**src/rtl/sdram_rd_pkg.sv**
```systemverilog
package sdram_rd_pkg;

  typedef enum logic [2:0] {
    S_IDLE, S_TP, S_TR, S_TC1, S_TCL, S_TC2, S_TSP, S_TNOP
  } seqState_e;

  // {rasN, casN, weN}, active low
  typedef enum logic [2:0] {
    CMD_PRE = 3'b010,
    CMD_ACT = 3'b011,
    CMD_RD  = 3'b101,
    CMD_NOP = 3'b111
  } sdCmd_e;

  typedef struct packed {
    logic   loadAddr;
    sdCmd_e cmd;
    logic   drivePall;
    logic   driveRow;
    logic   driveCol;
    logic   openMask;
    logic   suspend;
    logic   window;
    logic   ackEn;
  } seqStrobe_t;

endpackage

```
**src/rtl/sdram_rd_ctrl.sv**
```systemverilog
module sdram_rd_ctrl
  import sdram_rd_pkg::*;
#(
  parameter int EXT_W = 2
) (
  input  logic             clk,
  input  logic             rstN,
  input  logic             reqValid,
  input  logic             dmaSingle,
  input  logic             sdramSpace,
  input  logic             suspendEn,
  input  logic             oeCtl,
  input  logic [EXT_W-1:0] extCount,
  output seqStrobe_t       strobe
);

  seqState_e        state, stateNext;
  logic [EXT_W-1:0] susCntQ, susMaxQ;
  logic             extOnQ, dmaQ;
  logic             accept;

  assign accept = (state == S_IDLE) && reqValid;

  always_ff @(posedge clk or negedge rstN) begin
    if (!rstN) begin
      state   <= S_IDLE;
      susCntQ <= '0;
      susMaxQ <= '0;
      extOnQ  <= 1'b0;
      dmaQ    <= 1'b0;
    end else begin
      state <= stateNext;
      if (accept) begin
        extOnQ  <= suspendEn && oeCtl && dmaSingle && sdramSpace;
        susMaxQ <= extCount;
        dmaQ    <= dmaSingle;
      end
      if (state == S_TC2)      susCntQ <= '0;
      else if (state == S_TSP) susCntQ <= susCntQ + 1'b1;
    end
  end

  always_comb begin
    stateNext = state;
    unique case (state)
      S_IDLE: if (reqValid) stateNext = S_TP;
      S_TP:   stateNext = S_TR;
      S_TR:   stateNext = S_TC1;
      S_TC1:  stateNext = S_TCL;
      S_TCL:  stateNext = S_TC2;
      S_TC2:  stateNext = extOnQ ? S_TSP : S_TNOP;
      S_TSP:  if (susCntQ == susMaxQ) stateNext = S_TNOP;
      S_TNOP: stateNext = S_IDLE;
      default: stateNext = S_IDLE;
    endcase
  end

  always_comb begin
    strobe          = '0;
    strobe.cmd      = CMD_NOP;
    strobe.loadAddr = accept;
    unique case (state)
      S_TP:  begin strobe.cmd = CMD_PRE; strobe.drivePall = 1'b1; end
      S_TR:  begin strobe.cmd = CMD_ACT; strobe.driveRow = 1'b1; end
      S_TC1: begin strobe.cmd = CMD_RD; strobe.driveCol = 1'b1; strobe.openMask = 1'b1; end
      S_TCL: strobe.openMask = 1'b1;
      S_TC2: begin
        strobe.openMask = 1'b1;
        strobe.window   = 1'b1;
        strobe.ackEn    = dmaQ;
      end
      S_TSP: begin
        strobe.openMask = 1'b1;
        strobe.window   = 1'b1;
        strobe.ackEn    = dmaQ;
        strobe.suspend  = 1'b1;
      end
      default: ;
    endcase
  end

  a_r2_tp_to_tr:   assert property (@(posedge clk) disable iff (!rstN) state == S_TP  |=> state == S_TR);
  a_r2_tr_to_tc1:  assert property (@(posedge clk) disable iff (!rstN) state == S_TR  |=> state == S_TC1);
  a_r2_tc1_to_tcl: assert property (@(posedge clk) disable iff (!rstN) state == S_TC1 |=> state == S_TCL);
  a_r2_tcl_to_tc2: assert property (@(posedge clk) disable iff (!rstN) state == S_TCL |=> state == S_TC2);
  a_r3_no_stretch: assert property (@(posedge clk) disable iff (!rstN)
                     (state == S_TC2 && !extOnQ) |=> state == S_TNOP);
  a_r4_last_suspend: assert property (@(posedge clk) disable iff (!rstN)
                     (state == S_TSP && susCntQ == susMaxQ) |=> state == S_TNOP);
  a_r9_busy_ignored: assert property (@(posedge clk) disable iff (!rstN)
                     state != S_IDLE |=> state != S_TP);
  a_r9_nop_to_idle: assert property (@(posedge clk) disable iff (!rstN) state == S_TNOP |=> state == S_IDLE);

endmodule

```
**src/rtl/sdram_rd_dpath.sv**
```systemverilog
module sdram_rd_dpath
  import sdram_rd_pkg::*;
#(
  parameter int ROW_W    = 13,
  parameter int COL_W    = 9,
  parameter int ADDR_W   = 13,
  parameter int DQM_W    = 2,
  parameter int PALL_BIT = 10
) (
  input  logic              clk,
  input  logic              rstN,
  input  seqStrobe_t        strobe,
  input  logic [ROW_W-1:0]  rowAddr,
  input  logic [COL_W-1:0]  colAddr,
  output logic              rasN,
  output logic              casN,
  output logic              weN,
  output logic              cke,
  output logic [DQM_W-1:0]  dqmN,
  output logic [ADDR_W-1:0] addr,
  output logic              dmaAck,
  output logic              capStrobe
);

  localparam logic [ADDR_W-1:0] PALL_MASK = ADDR_W'(1) << PALL_BIT;

  logic [ROW_W-1:0]  rowQ;
  logic [COL_W-1:0]  colQ;
  logic [ADDR_W-1:0] rowExt, colExt;

  always_ff @(posedge clk or negedge rstN) begin
    if (!rstN) begin
      rowQ <= '0;
      colQ <= '0;
    end else if (strobe.loadAddr) begin
      rowQ <= rowAddr;
      colQ <= colAddr;
    end
  end

  assign rowExt = ADDR_W'(rowQ);
  assign colExt = ADDR_W'(colQ) & ~PALL_MASK;

  always_comb begin
    addr = '0;
    if (strobe.drivePall)     addr = PALL_MASK;
    else if (strobe.driveRow) addr = rowExt;
    else if (strobe.driveCol) addr = colExt;
  end

  assign {rasN, casN, weN} = strobe.cmd;
  assign cke       = ~strobe.suspend;
  assign dqmN      = strobe.openMask ? '0 : '1;
  assign capStrobe = strobe.window;
  assign dmaAck    = strobe.ackEn;

  a_r7_suspend_is_nop: assert property (@(posedge clk) disable iff (!rstN)
                       !cke |-> {rasN, casN, weN} == 3'b111);
  a_r7_suspend_in_window: assert property (@(posedge clk) disable iff (!rstN) !cke |-> capStrobe);
  a_r8_ack_in_window: assert property (@(posedge clk) disable iff (!rstN) dmaAck |-> capStrobe);
  a_r10_mask_open: assert property (@(posedge clk) disable iff (!rstN) capStrobe |-> dqmN == '0);
  a_r2_act_then_read: assert property (@(posedge clk) disable iff (!rstN)
                      {rasN, casN, weN} == 3'b011 |=> {rasN, casN, weN} == 3'b101);

endmodule

```
**src/rtl/sdram_rd_seq.sv**
```systemverilog
module sdram_rd_seq
  import sdram_rd_pkg::*;
#(
  parameter int ROW_W    = 13,
  parameter int COL_W    = 9,
  parameter int ADDR_W   = 13,
  parameter int DQM_W    = 2,
  parameter int EXT_W    = 2,
  parameter int DLY_W    = 2,
  parameter int PALL_BIT = 10
) (
  input  logic              clk,
  input  logic              rstN,
  input  logic              reqValid,
  input  logic [ROW_W-1:0]  rowAddr,
  input  logic [COL_W-1:0]  colAddr,
  input  logic              dmaSingle,
  input  logic              sdramSpace,
  input  logic              suspendEn,
  input  logic [EXT_W-1:0]  extCount,
  input  logic              oeCtl,
  input  logic [DLY_W-1:0]  dataDelay,
  output logic              rasN,
  output logic              casN,
  output logic              weN,
  output logic              cke,
  output logic [DQM_W-1:0]  dqmN,
  output logic [ADDR_W-1:0] addr,
  output logic              dmaAck,
  output logic              capStrobe
);

  seqStrobe_t strobe;

  sdram_rd_ctrl #(.EXT_W(EXT_W)) u_ctrl (
    .clk        (clk),
    .rstN       (rstN),
    .reqValid   (reqValid),
    .dmaSingle  (dmaSingle),
    .sdramSpace (sdramSpace),
    .suspendEn  (suspendEn),
    .oeCtl      (oeCtl),
    .extCount   (extCount),
    .strobe     (strobe)
  );

  sdram_rd_dpath #(
    .ROW_W(ROW_W), .COL_W(COL_W), .ADDR_W(ADDR_W), .DQM_W(DQM_W), .PALL_BIT(PALL_BIT)
  ) u_dpath (
    .clk       (clk),
    .rstN      (rstN),
    .strobe    (strobe),
    .rowAddr   (rowAddr),
    .colAddr   (colAddr),
    .rasN      (rasN),
    .casN      (casN),
    .weN       (weN),
    .cke       (cke),
    .dqmN      (dqmN),
    .addr      (addr),
    .dmaAck    (dmaAck),
    .capStrobe (capStrobe)
  );

  // the data-delay setting only has to be a defined level; nothing decodes it
  a_r6_delay_defined: assert property (@(posedge clk) disable iff (!rstN) !$isunknown(dataDelay));

endmodule

```
**config.mk**
```make
export PLATFORM = sky130hd
export DESIGN_NAME = sdram_rd_seq
export DESIGN_NICKNAME = d
export VERILOG_FILES = /design/src/rtl/sdram_rd_pkg.sv /design/src/rtl/sdram_rd_ctrl.sv /design/src/rtl/sdram_rd_dpath.sv /design/src/rtl/sdram_rd_seq.sv
export SDC_FILE = /design/constraint.sdc
export NUM_CORES = 1
export LEC_CHECK = 0
export CAP_MARGIN = 40
export CORE_MARGIN = 2
export CORE_UTILIZATION = 40
export CTS_CLUSTER_DIAMETER = 120
export DETAILED_ROUTE_END_ITERATION = 8
export PLACE_DENSITY = 0.8
export SLEW_MARGIN = 10
export SYNTH_ARGS = -nofsm -noshare
export SYNTH_HDL_FRONTEND = slang
export SYNTH_SLANG_ARGS = --single-unit
```
**constraint.sdc**
```tcl
create_clock -name clk -period 4.5 [get_ports clk]
set_input_delay 0.675 -clock clk [delete_from_list [all_inputs] [get_ports clk]]
set_output_delay 0.675 -clock clk [all_outputs]
set_load 0.02 [all_outputs]
```
# Yosys cells after proc, flatten, opt, wreduce, memory -nomap -nowiden
# Index checks and enable logic that the tools add are counted.
word_totals:
  word_cells: 45
  out_inout_bits: 21
  in_bits: 33
  regBits: 31
classes:
  n_mux: 17
  reduce_logical: 9
  eq_ne: 10
  bitwise: 1
  addsub: 1
ops:
  columns: ["operator", "n"]
  rows:
  - ["$mux W13", 2]
  - ["$pmux W3 S8", 1]
  - ["$eq A3 B3 Y1 const B", 4]
  - ["$mux W9", 1]
  - ["$pmux W3 S3", 1]
  - ["$mux W2", 4]
  - ["$eq A3 B2 Y1 const B", 2]
  - ["$mux W1", 6]
  - ["$mux W3", 2]
  - ["$logic_and A1 B1 Y1", 4]
  - ["$ne A2 B2 Y1 const B", 2]
  - ["$reduce_or A4 Y1", 1]
  - ["$eq A3 B1 Y1 const B", 1]
  - ["$logic_not A3 Y1", 1]
  - ["$add A2 B1 Y2 const B", 1]
  - ["$eq A2 B2 Y1", 1]
  - ["$reduce_and A2 Y1", 1]
  - ["$reduce_bool A2 Y1", 1]
  - ["$reduce_or A2 Y1", 1]
  - ["$not A1 Y1", 1]

# Longest topological paths before layout
# Gate-level depths: netlist (run 1).
logic_depth:
  word_depth: 5
  depth_mapped: 4
  mapped_depth_nobuf: 3

# By module
# Synthesis (run 1) repeated with hierarchy kept, for this count alone.
unflattened:
  cells_unflattened: 132
  area_unflattened_um2: 1600.3
by_module_without_submodules:
  columns: ["mod", "area_per_inst_um2", "seq_area_each_um2", "n_inst", "cells_each"]
  rows:
  - ["sdram_rd_dpath", 1026.0, 550.5, 1, 71]
  - ["sdram_rd_ctrl", 574.3, 225.2, 1, 61]

# Worst setup path before layout (run 1)
# OpenSTA, ideal clock, no wires.
synth_path:
  path_kind: "reg-to-output"
  from: "register u_ctrl.state[0]"
  to: "output dqmN[1]"
  slack_ns: 2.418
  path_stages_with_launch: 5
  n_path_buf: 2
  t_arrival_ns: 1.407
  t_required_ns: 3.825
  cell_sequence: "dfrtp_1 buf_2 nand2_1 xor2_1 buf_4"
synth_via:
  elab_chain_len: 4
  word_cells_on_any_way: 7
  classes_between: "eq/ne (4); mux (2); reduce/logical (1)"
synth_lines:
  columns: ["item", "line_no", "source"]
  rows:
  - ["from (decl)", "sdram_rd_ctrl.sv:17", "seqState_e state, stateNext;"]
  - ["from (signal assigned)", "sdram_rd_ctrl.sv:32", "state <= stateNext;"]
  - ["$eq A3 B2 Y1 / $eq A3 B3 Y1 (equally long branches)", "sdram_rd_ctrl.sv:62", "unique case (state)"]
  - ["$reduce_or A4 Y1 (no source line) *", null, null]
  - ["$mux W1 *", "sdram_rd_ctrl.sv:62", null]
  - ["$mux W2 *", "sdram_rd_dpath.sv:53", "assign dqmN = strobe.openMask ? '0 : '1;"]
  - ["to (decl)", "sdram_rd_seq.sv:27", "output logic [DQM_W-1:0] dqmN,"]
# Mark *: on every way between the ends. The rest lies on a longest branch, timed or not.

# Worst setup path in the final report (run 1)
layout_path:
  from: "register u_ctrl.state[2]"
  to: "output addr[9]"
layout_via:
  elab_chain_len: 4
  word_cells_on_any_way: 6
  classes_between: "eq/ne (2); mux (4)"
layout_lines:
  columns: ["item", "line_no", "source"]
  rows:
  - ["$eq A3 B2 Y1", "sdram_rd_ctrl.sv:62", null]
  - ["$mux W1", "sdram_rd_ctrl.sv:62", null]
  - ["$mux W13", "sdram_rd_dpath.sv:47", "else if (strobe.driveRow) addr = rowExt;"]
  - ["$mux W13 *", "sdram_rd_dpath.sv:46", "if (strobe.drivePall) addr = PALL_MASK;"]
  - ["to (decl)", "sdram_rd_seq.sv:28", "output logic [ADDR_W-1:0] addr,"]
# Marked as above.

==> results of run 1 <==
-- area by class of cell --
type	count	area, sq um	share of cell area, %
clock inverter	2	35.0	1.61
sequential	31	776	35.7
timing repair buffer	54	553	25.4
multi-input combinational	80	658	30.2
tap	48	60.1	2.76
inverter	3	11.3	0.518
clock buffer	6	82.6	3.80
-- cell usage in the layout (no fill, tap or decap) --
cell,synthesis,routed
clkdlybuf4s50_1,0,51
dfrtp_1,31,31
mux2_2,25,25
mux2i_1,10,10
nor2_1,9,9
nand2_1,6,6
clkbuf_8,0,6
o21ai_0,5,5
nor3b_1,4,4
inv_1,3,3
a21oi_1,3,3
nand2b_1,2,2
xor2_1,2,2
nor2b_1,2,2
or2_2,2,2
xnor2_1,2,2
buf_4,1,2
and2_1,1,1
and3_1,1,1
nor4b_4,1,1
nand4_1,1,1
o21ba_2,1,1
a31oi_1,1,1
and4b_1,1,1
o2bb2ai_1,1,1
bufinv_16,0,1
clkinv_2,0,1
buf_16,0,1
-- worst max-delay path by stage --
stage	start	endpoint	slack [ps]	cells after the start
2_1_floorplan	u_ctrl.state[0]$_DFFE_PN0P_	dqmN[1]	2420	4
3_5_place_dp	reqValid	u_dpath.colQ[0]$_DFFE_PN0P_	1820	4
3_3_place_gp	u_ctrl.state[0]$_DFFE_PN0P_	dmaAck	1740	3
6_report	u_ctrl.state[2]$_DFFE_PN0P_	addr[9]	1560	3
5_1_grt	u_ctrl.state[2]$_DFFE_PN0P_	addr[9]	1380	3
4_1_cts	u_ctrl.state[2]$_DFFE_PN0P_	addr[9]	1540	3
-- where the power goes --
group | internal, mW | switching, mW
clock network | 0.179 | 0.102
registers | 0.422 | 0.124
logic | 0.436 | 0.360
total | 1.04 | 0.586
-- kinds of logic (layout without fill, tap and decap cells) --
kind of cell | count (synthesis) | count (layout) | synth area share [%]
AND/OR/NAND/NOR | 30 | 30 | 11.8
AO/OA/AOI/OAI | 11 | 11 | 4.34
buffers and inverters | 11 | 65 | 4.26
flip-flops | 31 | 31 | 51.8
XOR/XNOR | 4 | 4 | 2.34
multiplexers | 35 | 35 | 25.5
-- critical path: stages (launching register included) --
cell and delay [ps]:
dfrtp_1 560, nand2b_1 490, nor3b_1 300, clkdlybuf4s50_1 640
-- stage by stage --
stage / instance area [sq um] / utilization (%) / std cells
floorplan: 1500 / - / 122
global placement: 2030 / 55.9 / 215
detailed placement: 2060 / 56.6 / 216
CTS: 2180 / 59.9 / 224
global route: 2180 / 59.9 / 224
finish: 2180 / 59.9 / 224
-- registers in the layout (all words and copies together) (netlist names) --
register and count:
u_dpath.rowExt 13, u_ctrl.extOnQ 1, u_ctrl.susCntQ 2, u_ctrl.state 3, u_dpath.colQ 9, u_ctrl.susMaxQ 2, u_ctrl.dmaQ 1
-- metal layers --
| layer | track usage [%] | vias to the layer above | routed length, microns |
|---|---|---|---|
| met5 | 0 | - | 0 |
| met4 | 7.03 | 0 | 38 |
| met3 | 5.31 | 4 | 133 |
| met2 | 27.3 | 31 | 1690 |
| met1 | 20.8 | 547 | 1370 |
| li1 | - | 527 | - |
==> impl_metrics.ini, run 1 <==
[run_status]
status = finished, final reports clean

[die]
pin_count = 54
start_util_pct = 41.2
die_h_microns = 65.2
dieArea_sq_um = 4250
rows = 22
die_w_microns = 65.2
coreArea_sq_um = 3630

[route]
ant_nets = 0
vias = 1109
route.detailed.drc = 0
dr.first_iter.drc_count = 67
via_per_inst = 4.95
dr.pass1.iters = 4
wl_per_cell_microns = 14.4
wl_mm = 3.23

[power_and_ir_drop]
power_density_nw_per_um2 = 746
peakVddDrop_mv = 0.270
p_leak_nw = 0.898
finalPower_mw = 1.62

[clocking]
cts_tree = yes
cts_hold_buf = 0
cts_setup_buffers = 0
cts_buffer_depth = 2
cts_sinks = 31
clkTransAtPathRegs_ps = 70
ctsResizeCount = 0
htreeDepth = 2
clk_latency_ps = 280
root_buffer = clkbuf_8
cts_buffers = 5

[cells_and_area]
fill_cells = 312
nets = 208
diodes = 0
syn2layout_area_growth_pct = 45.3
drive_gt1_share_pct = 22.7

[sta]
tightest_slew_ps = 691
setup_violations = 0
slew_viol_final = 0
period_needed_ps = 2940
worst_slack_ps = 1560
grt_setup_unrepaired = false
skew_ps = 6.29
max_slew_margin_pct = 53.7
finalCritPeriodShare_pct = 65.4
fmax_mhz = 340
hold_viol = 0
final.setup.tns_ps = 0
whs_ps = 504

[hold_path]
whs_path_depth = 1
min_to = u_dpath.rowExt[4]$_DFFE_PN0P_
hp-start = u_dpath.rowExt[4]$_DFFE_PN0P_
hp-class = flop to flop

[synthesis]
synth.top_cells.by_count = 31 x dfrtp_1, 25 x mux2_2, 10 x mux2i_1, 9 x nor2_1, 6 x nand2_1
yosysSeqAreaShare_pct = 51.8
synth_cell_types = 26
synth_edf_count = 0
yosysTopAreaCellShare_pct = 51.8
syn-num-nets = 155
synth_most_common_cell = dfrtp_1
synth-main-ff-cell = dfrtp_1
avgSynthCellArea_sq_um = 12.3
ys_async_sr_fraction_pct = 100
synthCells = 122
synth_seq_cells = 31
yosysWarnings = 0
netlist_area_sq_um = 1500
synth_area_leaders = dfrtp_1 52%, mux2_2 19%, mux2i_1 6.7%, nor2_1 2.3%, nor3b_1 2.0%
synth_top_area_cell = dfrtp_1

[place]
place_worst_setup_slack_ps = 1820
io_buffer_count = 51
gp_congestion = 0.718
place_hpwl_mm = 2.33

[critical_path]
reg2reg_from = u_ctrl.state[0]$_DFFE_PN0P_
timing.rr.end = u_dpath.colQ[0]$_DFFE_PN0P_
cp_max_fo = 16
end_kind = primary output
cp-start-kind = flop
path_class = flop to primary output
worstPathArrival_ps = 2270
crit_required_ps = 3830
r2r_cells = 4
r2r_slack_ps = 2280

[global_routing]
antenna_found_initial = 0
grt_max_degree = 32
track_usage_pct = 16.9
grt_pass1_vias = 1106
grt_pass1_wl_mm = 5.29
grt_overflow = 0

[flow_run]
drv_cap = 0
No activity file was read; power rests on OpenSTA's default activity.
==> inputs of run 2 (changes only) <==
clock period = 2.8 ns   (was 4.5 ns; I/O delays follow)
==> run 2 against run 1 <==
Critical path depth stayed put. Non-clock buffer count up 3. Clock-buffer cell count stayed put. Cell count grew 1.3%. Design area rose by 0.23%. Worst hold slack got worse by 0.76 ps. Power up 59%. Global-route usage shrank 0.29 points. Die area unchanged. Via count rose by 0.18%.
==> impl_metrics.ini, run 2 (same netlist as run 1, synthesis figures left out) <==
[run_status]
status = finished, final reports clean

[hold_path]
min_to = u_dpath.rowExt[11]$_DFFE_PN0P_
whs_path_depth = 1
hp-class = flop to flop
hp-start = u_dpath.rowExt[11]$_DFFE_PN0P_

[sta]
tightest_slew_ps = 412
final.setup.tns_ps = 0
finalCritPeriodShare_pct = 87.9
fmax_mhz = 406
slew_viol_final = 0
hold_viol = 0
grt_setup_unrepaired = false
period_needed_ps = 2460
skew_ps = 9.08
max_slew_margin_pct = 72.5
whs_ps = 503
setup_violations = 0

[critical_path]
worst-path-buf-inv = 1
path_cells = nand2b_2 > nor3b_1 > clkdlybuf4s50_1
crit_family = buffers and inverters
path_class = flop to primary output
cp-start-kind = flop
timing.rr.end = u_dpath.colQ[0]$_DFFE_PN0P_
slowest_stage = clkdlybuf4s50_1
cp_max_fo = 12
startpoint = u_ctrl.state[1]$_DFFE_PN0P_
r2r_cells = 3
cpPeakStageDelay_ps = 630
reg2reg_from = u_ctrl.state[1]$_DFFE_PN0P_
end_kind = primary output
r2r_slack_ps = 1180
crit_required_ps = 2380
worstPathArrival_ps = 2040

[place]
dp_cells = 219
io_buffer_count = 51
place_hpwl_mm = 2.20
placed_area_sq_um = 2060
gp_congestion = 0.743

[clocking]
root_buffer = clkbuf_8
cts_buffers = 5
cts_sinks = 31
cts_buffer_depth = 2
clk_latency_ps = 280
cts_setup_buffers = 0
cts_tree = yes
clkTransAtPathRegs_ps = 70
htreeDepth = 2

[die]
rows = 22
pin_count = 54
die_h_microns = 65.2
dieArea_sq_um = 4250
start_util_pct = 41.2
coreArea_sq_um = 3630
die_w_microns = 65.2

[cells_and_area]
mostFrequentLayoutCells = 51 x clkdlybuf4s50_1, 31 x dfrtp_1, 25 x mux2_2, 10 x mux2i_1, 9 x nor2_1
diodes = 0
finalNonFillerCells = 227
mostFrequentLayoutCell = clkdlybuf4s50_1
drive_gt1_share_pct = 24.6
largest_reg_flops = 13
syn2layout_area_growth_pct = 45.6
finish.instance_area_sq_um = 2180
nets = 211
fill_cells = 280

[route]
vias = 1111
dr.pass1.iters = 4
wl_per_cell_microns = 13.4
route.detailed.drc = 0
via_per_inst = 4.89
wl_mm = 3.05
dr.first_iter.drc_count = 35
ant_nets = 0

[global_routing]
track_usage_pct = 16.6
antenna_found_initial = 0
grt_overflow = 0
grt_max_degree = 32
grt_pass1_vias = 1055
grt_pass1_wl_mm = 5.21

[power_and_ir_drop]
peakVddDrop_mv = 0.487
finalPower_mw = 2.58
p_leak_nw = 0.905
power_density_nw_per_um2 = 1180

[flow_run]
drv_cap = 0
==> run 2: routing by layer <==
layer  track usage (%)  wire, microns  vias to the layer above
met5                 0              0                        -
met4              8.59             66                        0
met3              5.65            179                        5
met2              24.4           1490                       38
met1              21.6           1310                      538
li1                  -              -                      530
==> run 2: through the flow <==
| step | utilization, % | setup WS (ps) |
|---|---|---|
| 4_1_cts | 60.0 | 151 |
| 5_1_grt | 60.0 | 150 |
| 6_report | 60.0 | 338 |
| 3_3_place_gp | 56.7 | 510 |
| 2_1_floorplan | - | 973 |
| 3_5_place_dp | 56.7 | 474 |
==> run 2: how the worst max path moves through the flow <==
stage                     endpoint  slack (ps)  cells after the start
after floorplan            dqmN[1]         970                      4
after global placement    addr[11]         510                      3
after detailed placement  addr[11]         470                      3
after CTS                 addr[11]         150                      3
after global routing      addr[12]         150                      3
final                      addr[9]         340                      3
==> run 2: power by group <==
part	total, mW	switching, mW	internal [mW]
clock network	0.442	0.155	0.287
registers	0.827	0.148	0.679
logic	1.31	0.618	0.697
==> run 2: repair_timing <==
item	CTS	global route
setup endpoints to repair	0	1
gates resized for setup	0	1
endpoints found under the hold margin	0	0
hold buffers	0	0
==> run 2: area by class of cell <==
cell class | instances | area [sq um] | area share, %
repair buffers | 57 | 556 | 25.5
multi-input cells | 80 | 661 | 30.3
clock inverters | 2 | 35.0 | 1.61
inverters | 3 | 11.3 | 0.516
flip-flops and latches | 31 | 776 | 35.6
clock buffers | 6 | 82.6 | 3.79
well taps | 48 | 60.1 | 2.75
